File: src/rtl/trap_route_pkg.sv
package trap_route_pkg;
   localparam logic [1:0] PRIV_U = 2'b00;
   localparam logic [1:0] PRIV_S = 2'b01;
   localparam logic [1:0] PRIV_M = 2'b11;

   localparam logic [2:0] BK_CAUSE   = 3'd0;
   localparam logic [2:0] BK_EPC     = 3'd1;
   localparam logic [2:0] BK_TVAL    = 3'd2;
   localparam logic [2:0] BK_SCRATCH = 3'd3;
   localparam logic [2:0] BK_TVEC    = 3'd4;
   localparam logic [2:0] BK_STATUS  = 3'd5;

   localparam logic [3:0] AD_EDELEG = 4'd6;
   localparam logic [3:0] AD_IDELEG = 4'd7;
endpackage

File: src/rtl/trap_deleg_sel.sv
module trap_deleg_sel
   import trap_route_pkg::*;
#(
   parameter int CODE_W    = 5,
   parameter bit S_MODE_EN = 1'b1,
   localparam int NCODE    = 1 << CODE_W
) (
   input  logic              clk,
   input  logic              rst_n,
   input  logic              ex_we,
   input  logic              in_we,
   input  logic [NCODE-1:0]  wdata,
   input  logic              is_irq,
   input  logic [CODE_W-1:0] code,
   input  logic [1:0]        cur_priv,
   output logic              to_s,
   output logic [NCODE-1:0]  ex_mask,
   output logic [NCODE-1:0]  in_mask
);
   always_ff @(posedge clk) begin
      if (!rst_n) begin
         ex_mask <= '0;
         in_mask <= '0;
      end else begin
         if (ex_we) ex_mask <= wdata;
         if (in_we) in_mask <= wdata;
      end
   end

   generate
      if (S_MODE_EN) begin : g_route
         logic bit_set;
         assign bit_set = is_irq ? in_mask[code] : ex_mask[code];
         assign to_s    = bit_set && (cur_priv != PRIV_M);
      end else begin : g_mach_only
         assign to_s = 1'b0;
      end
   endgenerate
endmodule

File: src/rtl/trap_mode_bank.sv
module trap_mode_bank
   import trap_route_pkg::*;
#(
   parameter int XLEN   = 32,
   parameter int CODE_W = 5
) (
   input  logic              clk,
   input  logic              rst_n,
   input  logic              take,
   input  logic              leave,
   input  logic              is_irq,
   input  logic [CODE_W-1:0] code,
   input  logic [XLEN-1:0]   pc,
   input  logic [XLEN-1:0]   val,
   input  logic [1:0]        from_priv,
   input  logic              wr_en,
   input  logic [2:0]        idx,
   input  logic [XLEN-1:0]   wdata,
   output logic [XLEN-1:0]   rdata,
   output logic [XLEN-1:0]   epc_o,
   output logic [XLEN-1:0]   vec_o,
   output logic [1:0]        pp_o
);
   localparam int PAD_W = XLEN - 1 - CODE_W;

   logic [XLEN-1:0] cause, epc, tval, scratch, tvec;
   logic            ie, pie;
   logic [1:0]      pp;
   logic [XLEN-1:0] cause_val;

   assign cause_val = {is_irq, {PAD_W{1'b0}}, code};

   always_ff @(posedge clk) begin
      if (!rst_n) begin
         cause <= '0;
         epc   <= '0;
         tval  <= '0;
         tvec  <= '0;
         ie    <= 1'b0;
         pie   <= 1'b0;
         pp    <= PRIV_U;
      end else if (take) begin
         cause <= cause_val;
         epc   <= pc;
         tval  <= val;
         pp    <= from_priv;
         pie   <= ie;
         ie    <= 1'b0;
         if (wr_en && idx == BK_TVEC) tvec <= wdata;
      end else begin
         if (leave) begin
            ie  <= pie;
            pie <= 1'b1;
            pp  <= PRIV_U;
         end
         if (wr_en) begin
            case (idx)
               BK_CAUSE: cause <= wdata;
               BK_EPC:   epc   <= wdata;
               BK_TVAL:  tval  <= wdata;
               BK_TVEC:  tvec  <= wdata;
               BK_STATUS: if (!leave) begin
                  ie  <= wdata[0];
                  pie <= wdata[1];
                  pp  <= wdata[3:2];
               end
               default: ;
            endcase
         end
      end
   end

   // no reset: only software gives the scratch register a value
   always_ff @(posedge clk) begin
      if (wr_en && idx == BK_SCRATCH) scratch <= wdata;
   end

   always_comb begin
      rdata = '0;
      case (idx)
         BK_CAUSE:   rdata = cause;
         BK_EPC:     rdata = epc;
         BK_TVAL:    rdata = tval;
         BK_SCRATCH: rdata = scratch;
         BK_TVEC:    rdata = tvec;
         BK_STATUS:  rdata[3:0] = {pp, pie, ie};
         default:    rdata = '0;
      endcase
   end

   assign epc_o = epc;
   assign vec_o = {tvec[XLEN-1:2], 2'b00};
   assign pp_o  = pp;

   assert_cause_hold_R3: assert property (@(posedge clk) disable iff (!rst_n)
      (!take && !(wr_en && idx == BK_CAUSE)) |=> $stable(cause));

   assert_scratch_hold_R10: assert property (@(posedge clk) disable iff (!rst_n)
      !(wr_en && idx == BK_SCRATCH) |=> $stable(scratch));

   assert_entry_status_R7: assert property (@(posedge clk) disable iff (!rst_n)
      take |=> (!ie && pp == $past(from_priv)));

   assert_leave_status_R8: assert property (@(posedge clk) disable iff (!rst_n)
      (leave && !take) |=> (pie && pp == PRIV_U));
endmodule

File: src/rtl/trap_route_unit.sv
module trap_route_unit
   import trap_route_pkg::*;
#(
   parameter int XLEN      = 32,
   parameter int CODE_W    = 5,
   parameter bit S_MODE_EN = 1'b1
) (
   input  logic              clk,
   input  logic              rst_n,
   input  logic              trap_req,
   input  logic              trap_irq,
   input  logic [CODE_W-1:0] trap_code,
   input  logic [XLEN-1:0]   trap_pc,
   input  logic [XLEN-1:0]   trap_val,
   input  logic              ret_req,
   input  logic              ret_sel_m,
   input  logic              csr_we,
   input  logic [3:0]        csr_addr,
   input  logic [XLEN-1:0]   csr_wdata,
   output logic [XLEN-1:0]   csr_rdata,
   output logic              redirect_valid,
   output logic [XLEN-1:0]   redirect_pc,
   output logic [1:0]        cur_priv
);
   localparam int NCODE = 1 << CODE_W;

   generate
      if (CODE_W < 1 || XLEN < NCODE || XLEN < CODE_W + 2) begin : g_bad_cfg
         $error("trap_route_unit: XLEN must hold 2**CODE_W mask bits and the cause code");
      end
   endgenerate

   logic              to_s;
   logic              take_m, take_s, leave_m, leave_s;
   logic              m_we, s_we, ex_we, in_we;
   logic [NCODE-1:0]  ex_mask, in_mask;
   logic [XLEN-1:0]   m_rdata, s_rdata, m_epc, s_epc, m_vec, s_vec;
   logic [1:0]        m_pp, s_pp;

   assign take_s  = trap_req & to_s;
   assign take_m  = trap_req & ~to_s;
   assign leave_m = ret_req & ~trap_req & ret_sel_m;
   assign leave_s = ret_req & ~trap_req & ~ret_sel_m;

   assign m_we  = csr_we & ~csr_addr[3] & (csr_addr[2:0] <= BK_STATUS);
   assign s_we  = csr_we & csr_addr[3];
   assign ex_we = csr_we & (csr_addr == AD_EDELEG);
   assign in_we = csr_we & (csr_addr == AD_IDELEG);

   trap_deleg_sel #(.CODE_W(CODE_W), .S_MODE_EN(S_MODE_EN)) deleg_i (
      .clk(clk), .rst_n(rst_n), .ex_we(ex_we), .in_we(in_we),
      .wdata(csr_wdata[NCODE-1:0]), .is_irq(trap_irq), .code(trap_code),
      .cur_priv(cur_priv), .to_s(to_s), .ex_mask(ex_mask), .in_mask(in_mask)
   );

   trap_mode_bank #(.XLEN(XLEN), .CODE_W(CODE_W)) mbank_i (
      .clk(clk), .rst_n(rst_n), .take(take_m), .leave(leave_m),
      .is_irq(trap_irq), .code(trap_code), .pc(trap_pc), .val(trap_val),
      .from_priv(cur_priv), .wr_en(m_we), .idx(csr_addr[2:0]),
      .wdata(csr_wdata), .rdata(m_rdata), .epc_o(m_epc), .vec_o(m_vec),
      .pp_o(m_pp)
   );

   trap_mode_bank #(.XLEN(XLEN), .CODE_W(CODE_W)) sbank_i (
      .clk(clk), .rst_n(rst_n), .take(take_s), .leave(leave_s),
      .is_irq(trap_irq), .code(trap_code), .pc(trap_pc), .val(trap_val),
      .from_priv(cur_priv), .wr_en(s_we), .idx(csr_addr[2:0]),
      .wdata(csr_wdata), .rdata(s_rdata), .epc_o(s_epc), .vec_o(s_vec),
      .pp_o(s_pp)
   );

   always_comb begin
      csr_rdata = '0;
      if (csr_addr[3])                 csr_rdata = s_rdata;
      else if (csr_addr == AD_EDELEG)  csr_rdata[NCODE-1:0] = ex_mask;
      else if (csr_addr == AD_IDELEG)  csr_rdata[NCODE-1:0] = in_mask;
      else                             csr_rdata = m_rdata;
   end

   always_ff @(posedge clk) begin
      if (!rst_n) begin
         cur_priv       <= PRIV_M;
         redirect_valid <= 1'b0;
         redirect_pc    <= '0;
      end else if (trap_req) begin
         redirect_valid <= 1'b1;
         redirect_pc    <= to_s ? s_vec : m_vec;
         cur_priv       <= to_s ? PRIV_S : PRIV_M;
      end else if (ret_req) begin
         redirect_valid <= 1'b1;
         redirect_pc    <= ret_sel_m ? m_epc : s_epc;
         cur_priv       <= ret_sel_m ? m_pp : s_pp;
      end else begin
         redirect_valid <= 1'b0;
      end
   end

   assert_redirect_aligned_R6: assert property (@(posedge clk) disable iff (!rst_n)
      trap_req |=> (redirect_valid && redirect_pc[1:0] == 2'b00));

   assert_machine_keeps_R2: assert property (@(posedge clk) disable iff (!rst_n)
      (trap_req && cur_priv == PRIV_M) |=> cur_priv == PRIV_M);

   assert_trap_first_R9: assert property (@(posedge clk) disable iff (!rst_n)
      (trap_req && ret_req) |=> cur_priv == ($past(to_s) ? PRIV_S : PRIV_M));

   assert_quiet_R6: assert property (@(posedge clk) disable iff (!rst_n)
      !(trap_req || ret_req) |=> !redirect_valid);
endmodule

File: config.mk
export PLATFORM = sky130hd
export DESIGN_NAME = trap_route_unit
export DESIGN_NICKNAME = d
export VERILOG_FILES = /design/src/rtl/trap_route_pkg.sv /design/src/rtl/trap_deleg_sel.sv /design/src/rtl/trap_mode_bank.sv /design/src/rtl/trap_route_unit.sv
export SDC_FILE = /design/constraint.sdc
export NUM_CORES = 1
export LEC_CHECK = 0
export BUFFER_PORTS_ARGS = -buffer_cell sky130_fd_sc_hd__buf_2
export CAP_MARGIN = 20
export CORE_MARGIN = 1
export CORE_UTILIZATION = 60
export CTS_BUF_LIST = sky130_fd_sc_hd__clkbuf_4 sky130_fd_sc_hd__clkbuf_8
export CTS_CLUSTER_SIZE = 30
export DETAILED_ROUTE_END_ITERATION = 12
export PLACE_DENSITY = 0.8
export SLEW_MARGIN = 10
export SYNTH_ARGS = -nofsm -noshare
export SYNTH_HDL_FRONTEND = slang
export SYNTH_HIERARCHICAL = 1
export SYNTH_SLANG_ARGS = --single-unit
File: constraint.sdc
create_clock -name clk -period 3.6 [get_ports clk]
set_input_delay 0.36 -clock clk [delete_from_list [all_inputs] [get_ports clk]]
set_output_delay 0.36 -clock clk [all_outputs]
set_load 0.01 [all_outputs]
# Yosys cells after proc, flatten, opt, wreduce, memory -nomap -nowiden
# Index checks and enable logic that the tools add are counted.
[totals] regBits=427 input_bits=112 out_inout_bits=67 word_cells=152
[op_classes] order_cmp=2 eq_ne=10 muxes=73 n_bitwise=15 reduce_logical=29
[ops] cell="2-to-1 mux 32 bit" n=30
[ops] cell="one-hot mux 28 bit (5 select lines)" n=2
[ops] cell="one-hot mux 4 bit (6 select lines)" n=2
[ops] cell="2-to-1 mux 2 bit" n=14
[ops] cell="2-to-1 mux 1 bit" n=23
[ops] cell="nonzero test 2 bit" n=11
[ops] cell="AND reduction 2 bit" n=8
[ops] cell="AND 1 bit" n=10
[ops] cell="binary-select mux 1 bit (select 5 bit)" n=2
[ops] cell="equality test 4 x 3 -> 1 bit (second input constant)" n=2
[ops] cell="equality test 3 x 2 -> 1 bit (second input constant)" n=2
[ops] cell="equality test 3 bit (second input constant)" n=2
[ops] cell="less-than comparator 5 x 6 -> 1 bit (second input constant)" n=1
[ops] cell="!= test 2 bit (second input constant)" n=3
[ops] cell="AND reduction 3 bit" n=2
[ops] cell="logical AND 1 bit" n=5
[ops] cell="NOT 1 bit" n=5
[ops] cell="OR reduction 2 bit" n=2
[ops] cell="equality test 3 x 1 -> 1 bit (second input constant)" n=1
[ops] cell="<= comparator 3 bit (second input constant)" n=1
[ops] cell="logical NOT 3 bit" n=1

# Depth between registers and ports, before layout
# Gate-level depths: netlist of the first run.
[depth] depth_word=8 ltp_mapped=15 mapped_depth_nobuf=8

# Cells and area by module
# The synthesis of the first run kept the hierarchy.
[by_module_without_submodules] mod="trap_mode_bank" instances=2 cells_per_inst=835 area_each_um2=7683.6 seq_area_each_um2=3603.5
[by_module_without_submodules] mod="trap_route_unit" instances=1 cells_per_inst=456 area_each_um2=3326.9 seq_area_each_um2=700.7
[by_module_without_submodules] mod="trap_deleg_sel" instances=1 cells_per_inst=252 area_each_um2=2967.8 seq_area_each_um2=1281.2

# Least setup slack after synthesis of the first run
# OpenSTA, ideal clock, no wires.
[synth_timing] path_kind="input-to-reg" start="in trap_code[1]" end="reg sbank_i.cause[20]" setup_time_ns=0.070 arrival_time_ns=3.101 required_ns=3.530 slack_ns=0.429 cell_stages=14 path_buffers=6 path_cell_list="buf_6 > mux4_1 > mux4_2 > nand2b_1 > a32o_1 > buf_2 > buf_2 > and2_1 > buf_2 > inv_2 > nand2_1 > clkbuf_1 > clkbuf_1 > a21oi_1"
[synth_via] elab_chain_len=6 elab_cells_between_ends=8 cone_classes="mux: 5; bitwise: 1; reduce/logical: 2"
[synth_lines] item="start, declared" line="trap_route_unit.sv:12" text="input logic [CODE_W-1:0] trap_code,"
[synth_lines] item="binary-select mux 1 bit (select 5 bit)" line="trap_deleg_sel.sv:33" text="assign bit_set = is_irq ? in_mask[code] : ex_mask[code];"
[synth_lines] item="2-to-1 mux 1 bit (not written as such)" line="trap_deleg_sel.sv:33"
[synth_lines] item="2-to-1 mux 1 bit (*)" line="trap_deleg_sel.sv:33"
[synth_lines] item="logical AND 1 bit (*)" line="trap_deleg_sel.sv:34" text="assign to_s = bit_set && (cur_priv != PRIV_M);"
[synth_lines] item="via to_s" line="trap_route_unit.sv:33" text="logic to_s;"
[synth_lines] item="AND 1 bit (*)" line="trap_route_unit.sv:40" text="assign take_s = trap_req & to_s;"
[synth_lines] item="via take_s" line="trap_route_unit.sv:34" text="logic take_m, take_s, leave_m, leave_s;"
[synth_lines] item="OR reduction 2 bit (no source line) (*)"
[synth_lines] item="end signal, assigned" line="trap_mode_bank.sv:43" text="cause <= cause_val;"
[synth_lines] item="end signal, assigned" line="trap_mode_bank.sv:58" text="BK_CAUSE: cause <= wdata;"
[synth_lines] item="end, declared" line="trap_mode_bank.sv:26" text="logic [XLEN-1:0] cause, epc, tval, scratch, tvec;"
# Mark *: on every way through the listed nets, which the timed path passes. The rest lies on a longest branch. The select of a mux whose other input is x is not followed.
# A chain may end at the register's enable or synchronous reset.

# Final worst setup path of the first run
[layout_timing] start="reg deleg_i.in_mask[24]" end="reg sbank_i.tval[25]"
[layout_via] elab_chain_len=7 elab_cells_between_ends=9 cone_classes="mux: 4; bitwise: 1; reduce/logical: 4"
[layout_lines] item="start, declared" line="trap_deleg_sel.sv:18" text="output logic [NCODE-1:0] in_mask"
[layout_lines] item="start signal, assigned" line="trap_deleg_sel.sv:26" text="if (in_we) in_mask <= wdata;"
[layout_lines] item="binary-select mux 1 bit (select 5 bit) (*)" line="trap_deleg_sel.sv:33"
[layout_lines] item="2-to-1 mux 1 bit (not written as such) (*)" line="trap_deleg_sel.sv:33"
[layout_lines] item="2-to-1 mux 1 bit (*)" line="trap_deleg_sel.sv:33"
[layout_lines] item="logical AND 1 bit (*)" line="trap_deleg_sel.sv:34"
[layout_lines] item="via to_s" line="trap_route_unit.sv:33"
[layout_lines] item="AND 1 bit (*)" line="trap_route_unit.sv:40"
[layout_lines] item="via take_s" line="trap_route_unit.sv:34"
[layout_lines] item="nonzero test 2 bit (no source line)"
[layout_lines] item="AND reduction 2 bit (no source line)"
[layout_lines] item="end signal, assigned" line="trap_mode_bank.sv:45" text="tval <= val;"
[layout_lines] item="end signal, assigned" line="trap_mode_bank.sv:60" text="BK_TVAL: tval <= wdata;"
[layout_lines] item="end, declared" line="trap_mode_bank.sv:26"
# Marks and branches as above.

==> results.md, run 1 <==
- The run finished with clean final reports.
- The root buffer cell chosen for the clock tree is sky130_fd_sc_hd__clkbuf_8.
- The number of pins exceeding their max-slew limit in the final report is 0.
- Counting every instance in the synthesized netlist gives about 2400.
- The family with the most delay on the worst path is multiplexers.
- Together, buffers and inverters on the worst path number 2.
- The combinational fraction of design power is between 10% and 20%.
- The most common cell after layout, fill and taps aside is sky130_fd_sc_hd__dfxtp_1.
- The height of the die is ~190 µm.
- For this run the aggregate overflow at the end of global routing stands at 0.
- The kind of end point of the critical path is a flip-flop.
- The register area share after synthesis is a little over two fifths.
- The pin count of the biggest net entering global routing is roughly 180.
- Cells with a size suffix above 1 make up approximately a fifth of the layout.
- The sequential standard cell area is slightly above 9000 µm².
- The number of warnings issued by yosys is 6.
- Dividing the synthesized area by the synthesized cell count gives slightly above 9 µm².
- After detailed routing, the average wire length per cell comes to ~23 µm.
- In the layout the commonest cells are sky130_fd_sc_hd__dfxtp_1, sky130_fd_sc_hd__o21ai_0, sky130_fd_sc_hd__mux2i_1.
- The number of buffers between clock root and the deepest sink is 3.
- Hold repair after CTS inserted 0 buffers.
- Hold is met by between 0.06 and 0.07 ns.
- The share of flip-flops with an asynchronous set or reset is 0%.
- The total die area is 36900 µm².
- The HPWL after detailed placement is between 40000 and 50000 µm.
- The global placer's final weighted congestion is just under 1.
- In this run, post-CTS repair resized a total of 0 instances.
- The final-report hold violation count was 0.
- The distinct cell type count of the synthesized netlist is 56.
- The largest total area in the synthesized netlist belongs to sky130_fd_sc_hd__dfxtp_1.
- The number of setup violations in the final report is 0.
- The total wire length is around 68000 µm.
- Setup repair after global routing left no endpoint under its margin.
- The via count of the first global-routing pass was around 18000.
- The sequential cell fraction of total power is a little under half.
- The number of buffers created by CTS is 71.
- The pre-antenna-repair detailed-routing pass consisted of 5 iterations.
- The synthesized design contains approximately 430 register bits.
- The clock arrives with about 0.024 ns of skew.
- Of the available clock period, the critical path in the final layout requires 86.7%.
- The CTS sink count is ~430.
- After clock tree synthesis, the setup repair step added 0 buffers.
- Relative to the synthesized area, the layout overhead comes to 9.58%.
- Input and output buffers added on the ports amount to about 180.
- The core region is roughly 36000 µm².
- For met2 alone, demand over resource in global routing was a little under three fifths.
- The global-route track usage on met3 is ~7.8%.
- TritonCTS built the clock tree.
- Summing over every cut layer, the via total after detailed routing is between 15000 and 20000.
- The number of nets in the layout is between 2000 and 3000.
- For the worst setup path, the data required time is just over 4 ns.
- The insertion delay to the later sink of the worst-skew pair is approximately 0.63 ns.
- The path type of the worst setup path is reg2reg.
- The static leakage is between 8 and 9 nW.
- The count of antenna diodes in the layout is 0.
- The signal on the critical path passes through mux4_1 -> mux4_2 -> nand2b_1 -> a32o_2 -> and2_4 -> inv_2 -> buf_4 -> o21ai_0 -> a211oi_1.
- Max-cap violations in this run came to 0.
- Once detail routing completed, the nets flagged for antenna violations numbered 0.
- After synthesis, the cell types taking the most area are sky130_fd_sc_hd__dfxtp_1, sky130_fd_sc_hd__mux2i_1, sky130_fd_sc_hd__edfxtp_1, sky130_fd_sc_hd__o21ai_0, sky130_fd_sc_hd__a211oi_1.
- The peak supply drop is approximately 0.31 mV.
- The signal arrival time at the worst endpoint is about 3.6 ns.
- STA classifies the critical path startpoint as a flip-flop.
- The analysis attributes to net switching a power of about 0.003 W.
- The setup total negative slack is 0 ns.
- The H-tree was split into 3 levels.
- Net switching is 27.2% of the power.
- The delay of the slowest cell on the worst path is 0.51 ns.
- Timing would allow up to between 300 and 400 MHz.
- The most congested layer reported by global routing is met2.
- The cell area after synthesis is approximately 22000 µm².
- The cell-internal power is approximately 0.008 W.
- In this run the count of I/O pins placed on the die edge is 179.
- The highest-delay cell along the critical path is sky130_fd_sc_hd__mux4_1.
- The fill cell instance count of the final layout is ~2800.
- The DRC marker count from the first detailed-route iteration is approximately 2200.
- The largest fanout on the critical path is 33.
- The area of combinational cells with multiple inputs is 10900 µm².
- The most used flip-flop cell after synthesis is sky130_fd_sc_hd__dfxtp_1.
- The first global-routing pass estimated 104000 µm of wire.
- The vias per cell is 6.66.
- For the finished layout, the period the worst path requires is slightly above 3 ns.
- The global routing usage on met1 is 49.2%.
- In the routed design, unresolved DRC markers number 0.
- The worst hold path belongs to the class in2reg.
- In this run, synthesis inferred between 60 and 70 flip-flops with an integrated enable.
- After floorplanning, the core was divided into 69 placement rows.
- For this design the ratio of total power to cell area is 463 nW/µm².
- The relative contribution of the clock network to total power is approximately two fifths.
- The starting density of the core is around three fifths.
- The share of Yosys cell area claimed by the top area cell type is 33.5%.
- The die is between 150 and 200 µm wide.
- The headroom to the max-slew limit is 43.5%.
- The overall track demand over capacity in global routing is a little over a third.
- For the pin with the worst max-slew slack, the measured transition is around 0.85 ns.
- The initial antenna violation count came to 0.
- Clock-pin slew was measured on the worst setup and hold paths at 0.07 ns.
-- synth_stat cells, types with 20 or more instances --
library cell and instances:
sky130_fd_sc_hd__dfxtp_1 363, sky130_fd_sc_hd__o21ai_0 212, sky130_fd_sc_hd__mux2i_1 207, sky130_fd_sc_hd__nand2_1 192, sky130_fd_sc_hd__nor3_1 176, sky130_fd_sc_hd__nor2_1 172
sky130_fd_sc_hd__a211oi_1 140, sky130_fd_sc_hd__a21oi_1 111, sky130_fd_sc_hd__clkbuf_1 109, sky130_fd_sc_hd__buf_4 89, sky130_fd_sc_hd__nor2b_1 71, sky130_fd_sc_hd__nand3_1 69
sky130_fd_sc_hd__buf_2 66, sky130_fd_sc_hd__edfxtp_1 64, sky130_fd_sc_hd__o2bb2ai_1 56, sky130_fd_sc_hd__a221o_1 55, sky130_fd_sc_hd__o21a_1 25, sky130_fd_sc_hd__buf_6 20
sky130_fd_sc_hd__nand2_2 20
-- power by group through the flow --
| stage | sequential, W | clock (W) | combinational (W) |
|---|---|---|---|
| after detailed placement | 0.00526 | 0 | 0.00135 |
| after global routing | 0.00518 | 0.00469 | 0.00149 |
| final | 0.00516 | 0.00445 | 0.00139 |
| after global placement | 0.00525 | 0 | 0.00131 |
| after CTS | 0.00516 | 0.00447 | 0.00136 |
| after floorplan | 0.00522 | 0 | 0.000894 |
-- cells by family (layout without fill, tap and decap cells) --
kind of cell / after synthesis / count (layout) / share of synthesized area, %
AND/OR/NAND/NOR: 743 / 743 / 16.5
AO/OA/AOI/OAI: 666 / 666 / 21.2
flip-flops: 427 / 427 / 42.4
buffers and inverters: 308 / 400 / 7.95
multiplexers: 232 / 232 / 11.9
other: 2 / 4 / 0.0347
-- routing by layer --
metal	wire [µm]	vias to the layer above
met5	0	-
met4	2850	0
met3	7520	197
met2	30300	1210
met1	27300	9392
li1	-	8737
-- final timing paths --
| check | startpoint | endpoint | slack (ns) | cells past startpoint |
|---|---|---|---|---|
| min reg2reg | mbank_i/cause[29] | mbank_i/cause[29] | 0.46 | 2 |
| max reg2reg | deleg_i/in_mask[24] | sbank_i/tval[25] | 0.48 | 9 |
| max | deleg_i/in_mask[24] | sbank_i/tval[25] | 0.48 | 9 |
| min | csr_wdata[9] | sbank_i/scratch[9] | 0.06 | 1 |
-- layout make-up --
class                   instances  share of cell area [%]
inverters                      10                   0.158
multi-input cells            1645                    45.8
clock buffers                 118                    5.95
flip-flops and latches        427                    38.7
repair buffers                259                    6.68
clock inverters                13                   0.279
well taps                     461                    2.43
-- through the flow --
stage               power [W]  util [%]  instance area, µm²  worst slack, ns  instances
finish                 0.0110      66.7               23700            0.480       2933
CTS                    0.0110      66.7               23700            0.569       2933
global route           0.0114      66.7               23700            0.371       2933
global placement      0.00657      62.6               22300            0.255       2802
detailed placement    0.00661      62.6               22300            0.172       2802
floorplan             0.00612         -               21700            0.429       2380
(Power assumes the default switching activity.)
==> inputs of run 2 (changes only) <==
--- a/config.mk
+++ b/config.mk
@@ -5,14 +5,14 @@
 export SDC_FILE = /design/constraint.sdc
 export NUM_CORES = 1
 export LEC_CHECK = 0
-export BUFFER_PORTS_ARGS = -buffer_cell sky130_fd_sc_hd__buf_2
 export CAP_MARGIN = 20
 export CORE_MARGIN = 1
 export CORE_UTILIZATION = 60
 export CTS_BUF_LIST = sky130_fd_sc_hd__clkbuf_4 sky130_fd_sc_hd__clkbuf_8
 export CTS_CLUSTER_SIZE = 30
 export DETAILED_ROUTE_END_ITERATION = 12
-export PLACE_DENSITY = 0.8
+export DONT_BUFFER_PORTS = 1
+export PLACE_DENSITY = 0.76
 export SLEW_MARGIN = 10
 export SYNTH_ARGS = -nofsm -noshare
 export SYNTH_HDL_FRONTEND = slang
==> constraint.sdc (replaced) <==
create_clock -name clk -period 3.6 [get_ports clk]
set_input_delay 0.72 -clock clk [delete_from_list [all_inputs] [get_ports clk]]
set_output_delay 0.72 -clock clk [all_outputs]
set_load 0.01 [all_outputs]
==> run 2 against run 1 <==
- clock-buffer cell count did not move
- combinational power fell by 26%
- clock skew rose by 0.0031 ns
- critical endpoint is now csr_rdata[22]
- largest power group unchanged
==> results.md, run 2 (same netlist as run 1, synthesis figures left out) <==
- The total global routing overflow is 0 (unchanged).
- Leaving out fill and tap cells, the most frequent cell in the layout is sky130_fd_sc_hd__dfxtp_1.
- The insertion delay to the later sink of the worst-skew pair is 0.62 ns (about the same).
- The switching component of the power was 0.00271 W (-9.4%).
- The share of the clock period used by the worst path after layout is 90.1% (+3.4 points).
- The share of final-layout standard cells stronger than drive strength 1 is 13.1% (-5.8 points).
- The global routing usage on met1 is 48.6% (-0.63 points).
- The starting density of the core is 60.9% (unchanged).
- The combinational fraction of design power is 9.6% (-3.0 points).
- The maximum level of the CTS H-tree came to 3 (unchanged).
- In this run the worst hold path is classified as in2reg.
- The cell-internal power was 0.00800 W (-0.13%).
- The total via count after detailed routing is 18687 (-4.3%).
- The remaining design rule violation count is 0 (unchanged).
- The static leakage is 8.05 nW (-7.9%).
- The number of buffers between clock root and the deepest sink is 3 (unchanged).
- The count of hold-fix buffers inserted at cts is 0 (unchanged).
- The initial antenna violation count was 0 (unchanged).
- The measured slew at the worst slew-check pin is 0.805 ns (-0.0426 ns).
- The setup total negative slack is 0 ns (unchanged).
- The critical path data required time is 2.88 ns (-1.23 ns).
- The launching element type of the critical path is an input port.
- The setup fix buffers added after clock tree synthesis is 0 (unchanged).
- The total die area came to 36900 µm² (unchanged).
- The critical path is of the in2out type.
- The minimum period implied by the final worst setup slack is 3.24 ns (+0.123 ns).
- The via count of the first global-routing pass is 17553 (-4.2%).
- The placement-stage cell area is 21400 µm² (-3.7%).
- The headroom to the max-slew limit is 46.2% (+2.7 points).
- The total core area is 35600 µm² (unchanged).
- The first-pass detailed-route iteration total is 7 (+2).
- The highest achievable clock rate is 308 MHz (-3.8%).
- The number of nets in the layout came to 2358 (-6.7%).
- The wire length per cell came to 24.4 µm (+5.4%).
- The setup slack of the worst register-to-register path is 0.65 ns (+0.17 ns).
- The clock-pin slew of the registers on the worst-case setup and hold paths came to 0.06 ns (about the same).
- The peak supply drop is 0.302 mV (-4.0%).
- The global-route track usage on met3 is 7.60% (-0.20 points).
- The number of pins exceeding their max-slew limit in the final report came to 0 (unchanged).
- The wire length of the first global-routing pass is 102000 µm (-2.0%).
- The quantity of gates resized following cts is 0 (unchanged).
- The fill cell instance count of the final layout is 2838 (+0.11%).
- The global placer's final weighted congestion is 0.889 (-7.5%).
- STA classifies the critical path endpoint as an output pin.
- Setup repair after global routing left no endpoint under its margin.
- The horizontal die dimension is 192 µm (unchanged).
- The post-route worst hold slack is 0.189 ns (+0.128 ns).
- The startpoint identified for the worst register-to-register timing path is deleg_i/in_mask[24].
- The filler-free cell count of the finished design came to 2763 (-5.8%).
- The vias per cell is 6.76 (+1.5%).
- The DRC marker count from the first detailed-route iteration is 2141 (-4.5%).
- The top cell types in the final layout, fill and taps aside, are sky130_fd_sc_hd__dfxtp_1, sky130_fd_sc_hd__o21ai_0, sky130_fd_sc_hd__mux2i_1.
- The area added between synthesis and finish is 5.93%.
- The endpoint with the worst hold slack is mbank_i/scratch[28].
- The flow ran to the end, and the final reports show no timing, DRC or antenna violations.
- The number of placement rows is 69 (unchanged).
- The overall track demand over capacity in global routing is 36.1% (-0.47 points).
- The worst-case reg-to-reg path depth is 9 (unchanged).
- The residual antenna-violating net count after detailed routing is 0 (unchanged).
- The final critical-path setup slack is 0.357 ns (-0.123 ns).
- The total half-perimeter wirelength after legalization and detailed placement came to 41700 µm (-5.4%).
- The pre-CTS worst setup slack is 0.260 ns (+0.0874 ns).
- The post-placement cell count is 2634 (-6.0%).
- The max-capacitance violation count is 0 (unchanged).
- The number of setup violations in the final report was 0 (unchanged).
- The count of cells along the worst hold path came to 0 (-1).
- The most congested layer reported by global routing is met2.
- The pin count of the biggest net entering global routing is 351 (+91%).
- The beginning of the worst hold path is csr_wdata[28].
- The top-level I/O count came to 179 (unchanged).
- The total wire length is 67400 µm (-0.73%).
- The count of antenna diodes in the layout is 0 (unchanged).
- The met2 routing resource usage after global routing was 55.9% (about the same).
- The final-report hold violation count is 0 (unchanged).
- The height of the die is 192 µm (unchanged).
- TritonCTS built the clock tree.
- The signal arrival time at the worst endpoint is 2.52 ns (-1.11 ns).
- The CTS sink count was 427 (unchanged).
- The relative contribution of the clock network to total power is 42.0% (+1.6 points).
- The clock tree skew after final layout was 0.0273 ns (+0.00307 ns).
- The quantity of I/O buffers inserted on ports is 0 (-100%).
- The switching part of the total came to 25.3% (-1.9 points).
- The clock root buffer is sky130_fd_sc_hd__clkbuf_8.
- The number of buffers created by CTS is 71 (unchanged).
- The sequential cell fraction of total power is 48.4% (+1.5 points).
- The largest fanout on the critical path is 99 (+200%).
- The final design area excluding fillers is 22900 µm² (-3.3%).
- The power per cell area is 467 nW/µm² (+0.71%).
- The endpoint of the most critical register-to-register path is sbank_i/epc_o[13].
## run 2: worst max-delay path, cell delays in order
cell and delay, ns:
sky130_fd_sc_hd__nor3b_4 0.21, sky130_fd_sc_hd__buf_4 0.35, sky130_fd_sc_hd__o2bb2ai_1 0.17, sky130_fd_sc_hd__a221o_1 0.14
sky130_fd_sc_hd__nor2_1 0.05, sky130_fd_sc_hd__o41ai_1 0.59, sky130_fd_sc_hd__buf_4 0.23
## run 2: worst max path at each step
stage               cells after the start          from           endpoint
finish                                  7   csr_addr[1]      csr_rdata[22]
global route                            7   csr_addr[2]       csr_rdata[8]
CTS                                     7   csr_addr[1]      csr_rdata[31]
detailed placement                      9  trap_code[1]  sbank_i/epc_o[13]
global placement                        9  trap_code[1]         sbank_i/ie
floorplan                              14  trap_code[1]  sbank_i/cause[20]
## run 2: layout make-up
cell class | instances | area, µm² | share of cell area (%)
inverter | 10 | 37.5 | 0.164
clock inverter | 11 | 63.8 | 0.278
tap | 461 | 577 | 2.51
clock buffer | 118 | 1440 | 6.26
timing repair buffer | 91 | 771 | 3.36
sequential | 427 | 9190 | 40.0
multi-input combinational | 1645 | 10900 | 47.4
## run 2: per-layer routing
| layer | wire length, µm | up-vias |
|---|---|---|
| li1 | - | 8395 |
| met1 | 26800 | 9011 |
| met2 | 30200 | 1104 |
| met3 | 7800 | 177 |
| met4 | 2620 | 0 |
| met5 | 0 | - |
## run 2: through the flow
step	utilization (%)	total power (W)
after floorplan	-	0.00612
after global placement	60.3	0.00625
after detailed placement	60.3	0.00629
after CTS	64.5	0.0107
after global routing	64.5	0.0111
final	64.5	0.0107
## run 2: power by group through the flow
| stage | clock network [W] | logic, W | registers, W |
|---|---|---|---|
| CTS | 0.00452 | 0.00102 | 0.00518 |
| global route | 0.00475 | 0.00111 | 0.00520 |
| detailed placement | 0 | 0.00101 | 0.00528 |
| floorplan | 0 | 0.000894 | 0.00522 |
| global placement | 0 | 0.000980 | 0.00527 |
| finish | 0.00449 | 0.00103 | 0.00518 |
==> inputs of run 3 (changes only) <==
--- a/config.mk
+++ b/config.mk
@@ -5,14 +5,14 @@
 export SDC_FILE = /design/constraint.sdc
 export NUM_CORES = 1
 export LEC_CHECK = 0
+export BUFFER_PORTS_ARGS = -buffer_cell sky130_fd_sc_hd__buf_2
 export CAP_MARGIN = 20
 export CORE_MARGIN = 1
 export CORE_UTILIZATION = 60
 export CTS_BUF_LIST = sky130_fd_sc_hd__clkbuf_4 sky130_fd_sc_hd__clkbuf_8
 export CTS_CLUSTER_SIZE = 30
 export DETAILED_ROUTE_END_ITERATION = 12
-export DONT_BUFFER_PORTS = 1
-export PLACE_DENSITY = 0.76
+export PLACE_DENSITY = 0.8
 export SLEW_MARGIN = 10
 export SYNTH_ARGS = -nofsm -noshare
 export SYNTH_HDL_FRONTEND = slang
==> run 3 against run 2 <==
- cell area grew 4.9%
- first-iteration DRC count shrank 2.9%
- worst setup slack lost 0.25 ns
- sequential power is essentially flat
- sequential cell count is the same
- non-clock buffer count grew 183
- clock power is essentially flat
- die area is the same
- largest power group unchanged
- highest routed layer unchanged
==> results.md, run 3 (same netlist as run 1, synthesis figures left out) <==
- The run finished with clean final reports.
- The number of buffers created by CTS is 71 (unchanged).
- The beginning of the worst hold path is csr_wdata[4].
- The pre-CTS worst setup slack came to 0.0168 ns (-0.243 ns).
- The highest achievable clock rate came to 286 MHz (-7.3%).
- The residual antenna-violating net count after detailed routing is 0 (unchanged).
- The number of nets in the layout is 2541 (+7.8%).
- The count of cells along the worst hold path is 1 (+1).
- The minimum period implied by the final worst setup slack is 3.50 ns (+0.254 ns).
- TritonCTS built the clock tree.
- The via count of the first global-routing pass is 18467 (+5.2%).
- Walking the worst path, the cells encountered are buf_4 -> buf_12 -> nand2b_1 -> nor2_2 -> buf_4 -> a221o_1 -> nor2_1 -> o41ai_1 -> buf_2.
- The first-pass detailed-route iteration total is 7 (unchanged).
- The overall track demand over capacity in global routing is 36.8% (+0.66 points).
- The setup slack of the worst register-to-register path is 0.70 ns (+0.05 ns).
- The worst-case reg-to-reg path depth is 9 (unchanged).
- The total via count after detailed routing came to 19543 (+4.6%).
- The total die area came to 36900 µm² (unchanged).
- The DRC marker count from the first detailed-route iteration is 2079 (-2.9%).
- The insertion delay to the later sink of the worst-skew pair was 0.63 ns (about the same).
- The number of pins exceeding their max-slew limit in the final report is 0 (unchanged).
- The measured slew at the worst slew-check pin was 0.832 ns (+0.0271 ns).
- The clock-pin slew of the registers on the worst-case setup and hold paths is 0.06 ns (about the same).
- The peak supply drop is 0.324 mV (+7.2%).
- Clock tree synthesis selected as its root buffer the cell sky130_fd_sc_hd__clkbuf_8.
- The height of the die is 192 µm (unchanged).
- The fill cell instance count of the final layout came to 2807 (-1.1%).
- The CTS sink count is 427 (unchanged).
- The vias per cell is 6.63 (-1.9%).
- The critical path data required time was 2.88 ns (about the same).
- The total core area is 35600 µm² (unchanged).
- The delay of the slowest cell on the worst path came to 0.57 ns (-0.02 ns).
- The share of the clock period used by the worst path after layout is 97.1% (+7.1 points).
- The quantity of I/O buffers inserted on ports is 178 (+178).
- The logic depth of the worst setup path including buffers is 9 (+2).
- The wire length of the first global-routing pass came to 104000 µm (+2.0%).
- The setup total negative slack came to 0 ns (unchanged).
- The signal arrival time at the worst endpoint is 2.78 ns (+0.26 ns).
- The number of buffers between clock root and the deepest sink was 3 (unchanged).
- The clock tree skew after final layout is 0.0258 ns (-0.00155 ns).
- The total half-perimeter wirelength after legalization and detailed placement is 44800 µm (+7.4%).
- The worst path buffer plus inverter count is 4 (+2).
- The count of antenna diodes in the layout is 0 (unchanged).
- The power per cell area was 461 nW/µm² (-1.2%).
- The largest fanout on the critical path came to 22 (-78%).
- The share of final-layout standard cells stronger than drive strength 1 is 19.4% (+6.3 points).
- For hold timing, the worst endpoint is mbank_i/scratch[4].
- The endpoint identified for the worst register-to-register timing path is sbank_i/tval[27].
- The wire length per cell is 23.3 µm (-4.3%).
- The total wire length was 68800 µm (+2.0%).
- The headroom to the max-slew limit is 44.6% (-1.7 points).
- The sequential standard cell area came to 9190 µm² (unchanged).
- The area of combinational cells with multiple inputs is 10900 µm² (unchanged).
- The family with the most delay on the worst path is buffers and inverters.
- The kind of end point of the critical path is an output pin.
- The most common cell after layout, fill and taps aside is sky130_fd_sc_hd__dfxtp_1.
- The horizontal die dimension came to 192 µm (unchanged).
- The maximum level of the CTS H-tree came to 3 (unchanged).
- The worst setup path is of the in2out kind.
- The cell that appears most often on the critical path is sky130_fd_sc_hd__buf_4.
- The static leakage came to 8.90 nW (+11%).
- The quantity of gates resized following cts is 0 (unchanged).
- In this run the worst setup path begins at csr_addr[1].
- The number of placement rows is 69 (unchanged).
- The top-level I/O count is 179 (unchanged).
- The area added between synthesis and finish is 11.1%.
- For this design, the slowest cell found on the critical path is sky130_fd_sc_hd__o41ai_1.
- The worst hold path belongs to the class in2reg.
- The remaining design rule violation count is 0 (unchanged).
- The starting density of the core is 60.9% (unchanged).
- STA classifies the critical path startpoint as an input port.
- The global placer's final weighted congestion is 0.981 (+10%).
- The final critical-path setup slack was 0.103 ns (-0.254 ns).
- The count of hold-fix buffers inserted at cts is 0 (unchanged).
- The total global routing overflow was 0 (unchanged).
- Setup repair after global routing left no endpoint under its margin.
- The initial antenna violation count came to 0 (unchanged).
- The number of setup violations in the final report came to 0 (unchanged).
- The setup fix buffers added after clock tree synthesis came to 0 (unchanged).
- The max-capacitance violation count is 0 (unchanged).
- The pin count of the biggest net entering global routing is 143 (-59%).
- The top cell types in the final layout, fill and taps aside, are sky130_fd_sc_hd__dfxtp_1, sky130_fd_sc_hd__o21ai_0, sky130_fd_sc_hd__mux2i_1.
- The startpoint identified for the worst register-to-register timing path is deleg_i/in_mask[24].
- The final-report hold violation count is 0 (unchanged).
-- run 3: cell count changes in the layout (fill, tap and decap cells not counted), sizes merged --
cell / previous run / this run
clkinv: 8 / 9
buf: 91 / 273
inv: 9 / 10
bufinv: 0 / 1
clkinvlp: 4 / 2
-- run 3: where the power goes --
| part | internal (W) | switching, W | total, W |
|---|---|---|---|
| Clock | 0.00252 | 0.00196 | 0.00449 |
| Sequential | 0.00503 | 0.000140 | 0.00517 |
| Combinational | 0.000557 | 0.000887 | 0.00144 |
| Total | 0.00811 | 0.00299 | 0.0111 |
-- run 3: worst reg2reg max path, stage by stage (launching register included) --
cell	delay (ns)
sky130_fd_sc_hd__dfxtp_1	0.36
sky130_fd_sc_hd__mux4_1	0.51
sky130_fd_sc_hd__mux4_2	0.46
sky130_fd_sc_hd__nand2b_1	0.16
sky130_fd_sc_hd__a32o_2	0.30
sky130_fd_sc_hd__and2_4	0.20
sky130_fd_sc_hd__inv_2	0.15
sky130_fd_sc_hd__buf_4	0.24
sky130_fd_sc_hd__o21ai_0	0.14
sky130_fd_sc_hd__a211oi_1	0.29
-- run 3: through the flow --
| step | std cells | cell area, µm² | utilization [%] | hold slack [ns] | total power (W) |
|---|---|---|---|---|---|
| after floorplan | 2380 | 21700 | - | 0.435 | 0.00612 |
| after global placement | 2817 | 22600 | 63.5 | 0.443 | 0.00662 |
| after detailed placement | 2817 | 22600 | 63.5 | 0.450 | 0.00667 |
| after CTS | 2946 | 24100 | 67.7 | 0.399 | 0.0111 |
| after global routing | 2946 | 24100 | 67.7 | 0.424 | 0.0114 |
| final | 2946 | 24100 | 67.7 | 0.435 | 0.0111 |
-- run 3: final cells by class --
| class | instances | area share [%] |
|---|---|---|
| clock buffers | 117 | 5.81 |
| flip-flops and latches | 427 | 38.2 |
| repair buffers | 274 | 7.94 |
| clock inverters | 12 | 0.374 |
| inverters | 10 | 0.156 |
| well taps | 461 | 2.40 |
| multi-input cells | 1645 | 45.2 |
-- run 3: worst max path at each step --
stage,end,slack (ns)
after floorplan,sbank_i/cause[20],0.07
after global placement,sbank_i/epc_o[0],0.14
after CTS,csr_rdata[31],0.16
final,csr_rdata[31],0.10
after detailed placement,sbank_i/tval[27],0.02
after global routing,csr_rdata[31],0.05
-- run 3: routing by layer --
| metal | vias to the layer above | GRT usage, % | share of wire [%] |
|---|---|---|---|
| li1 | 8768 | - | - |
| met1 | 9289 | 48.1 | 39 |
| met2 | 1236 | 57.7 | 45 |
| met3 | 250 | 6.52 | 11 |
| met4 | 0 | 19.7 | 4.9 |
| met5 | - | 0 | 0 |
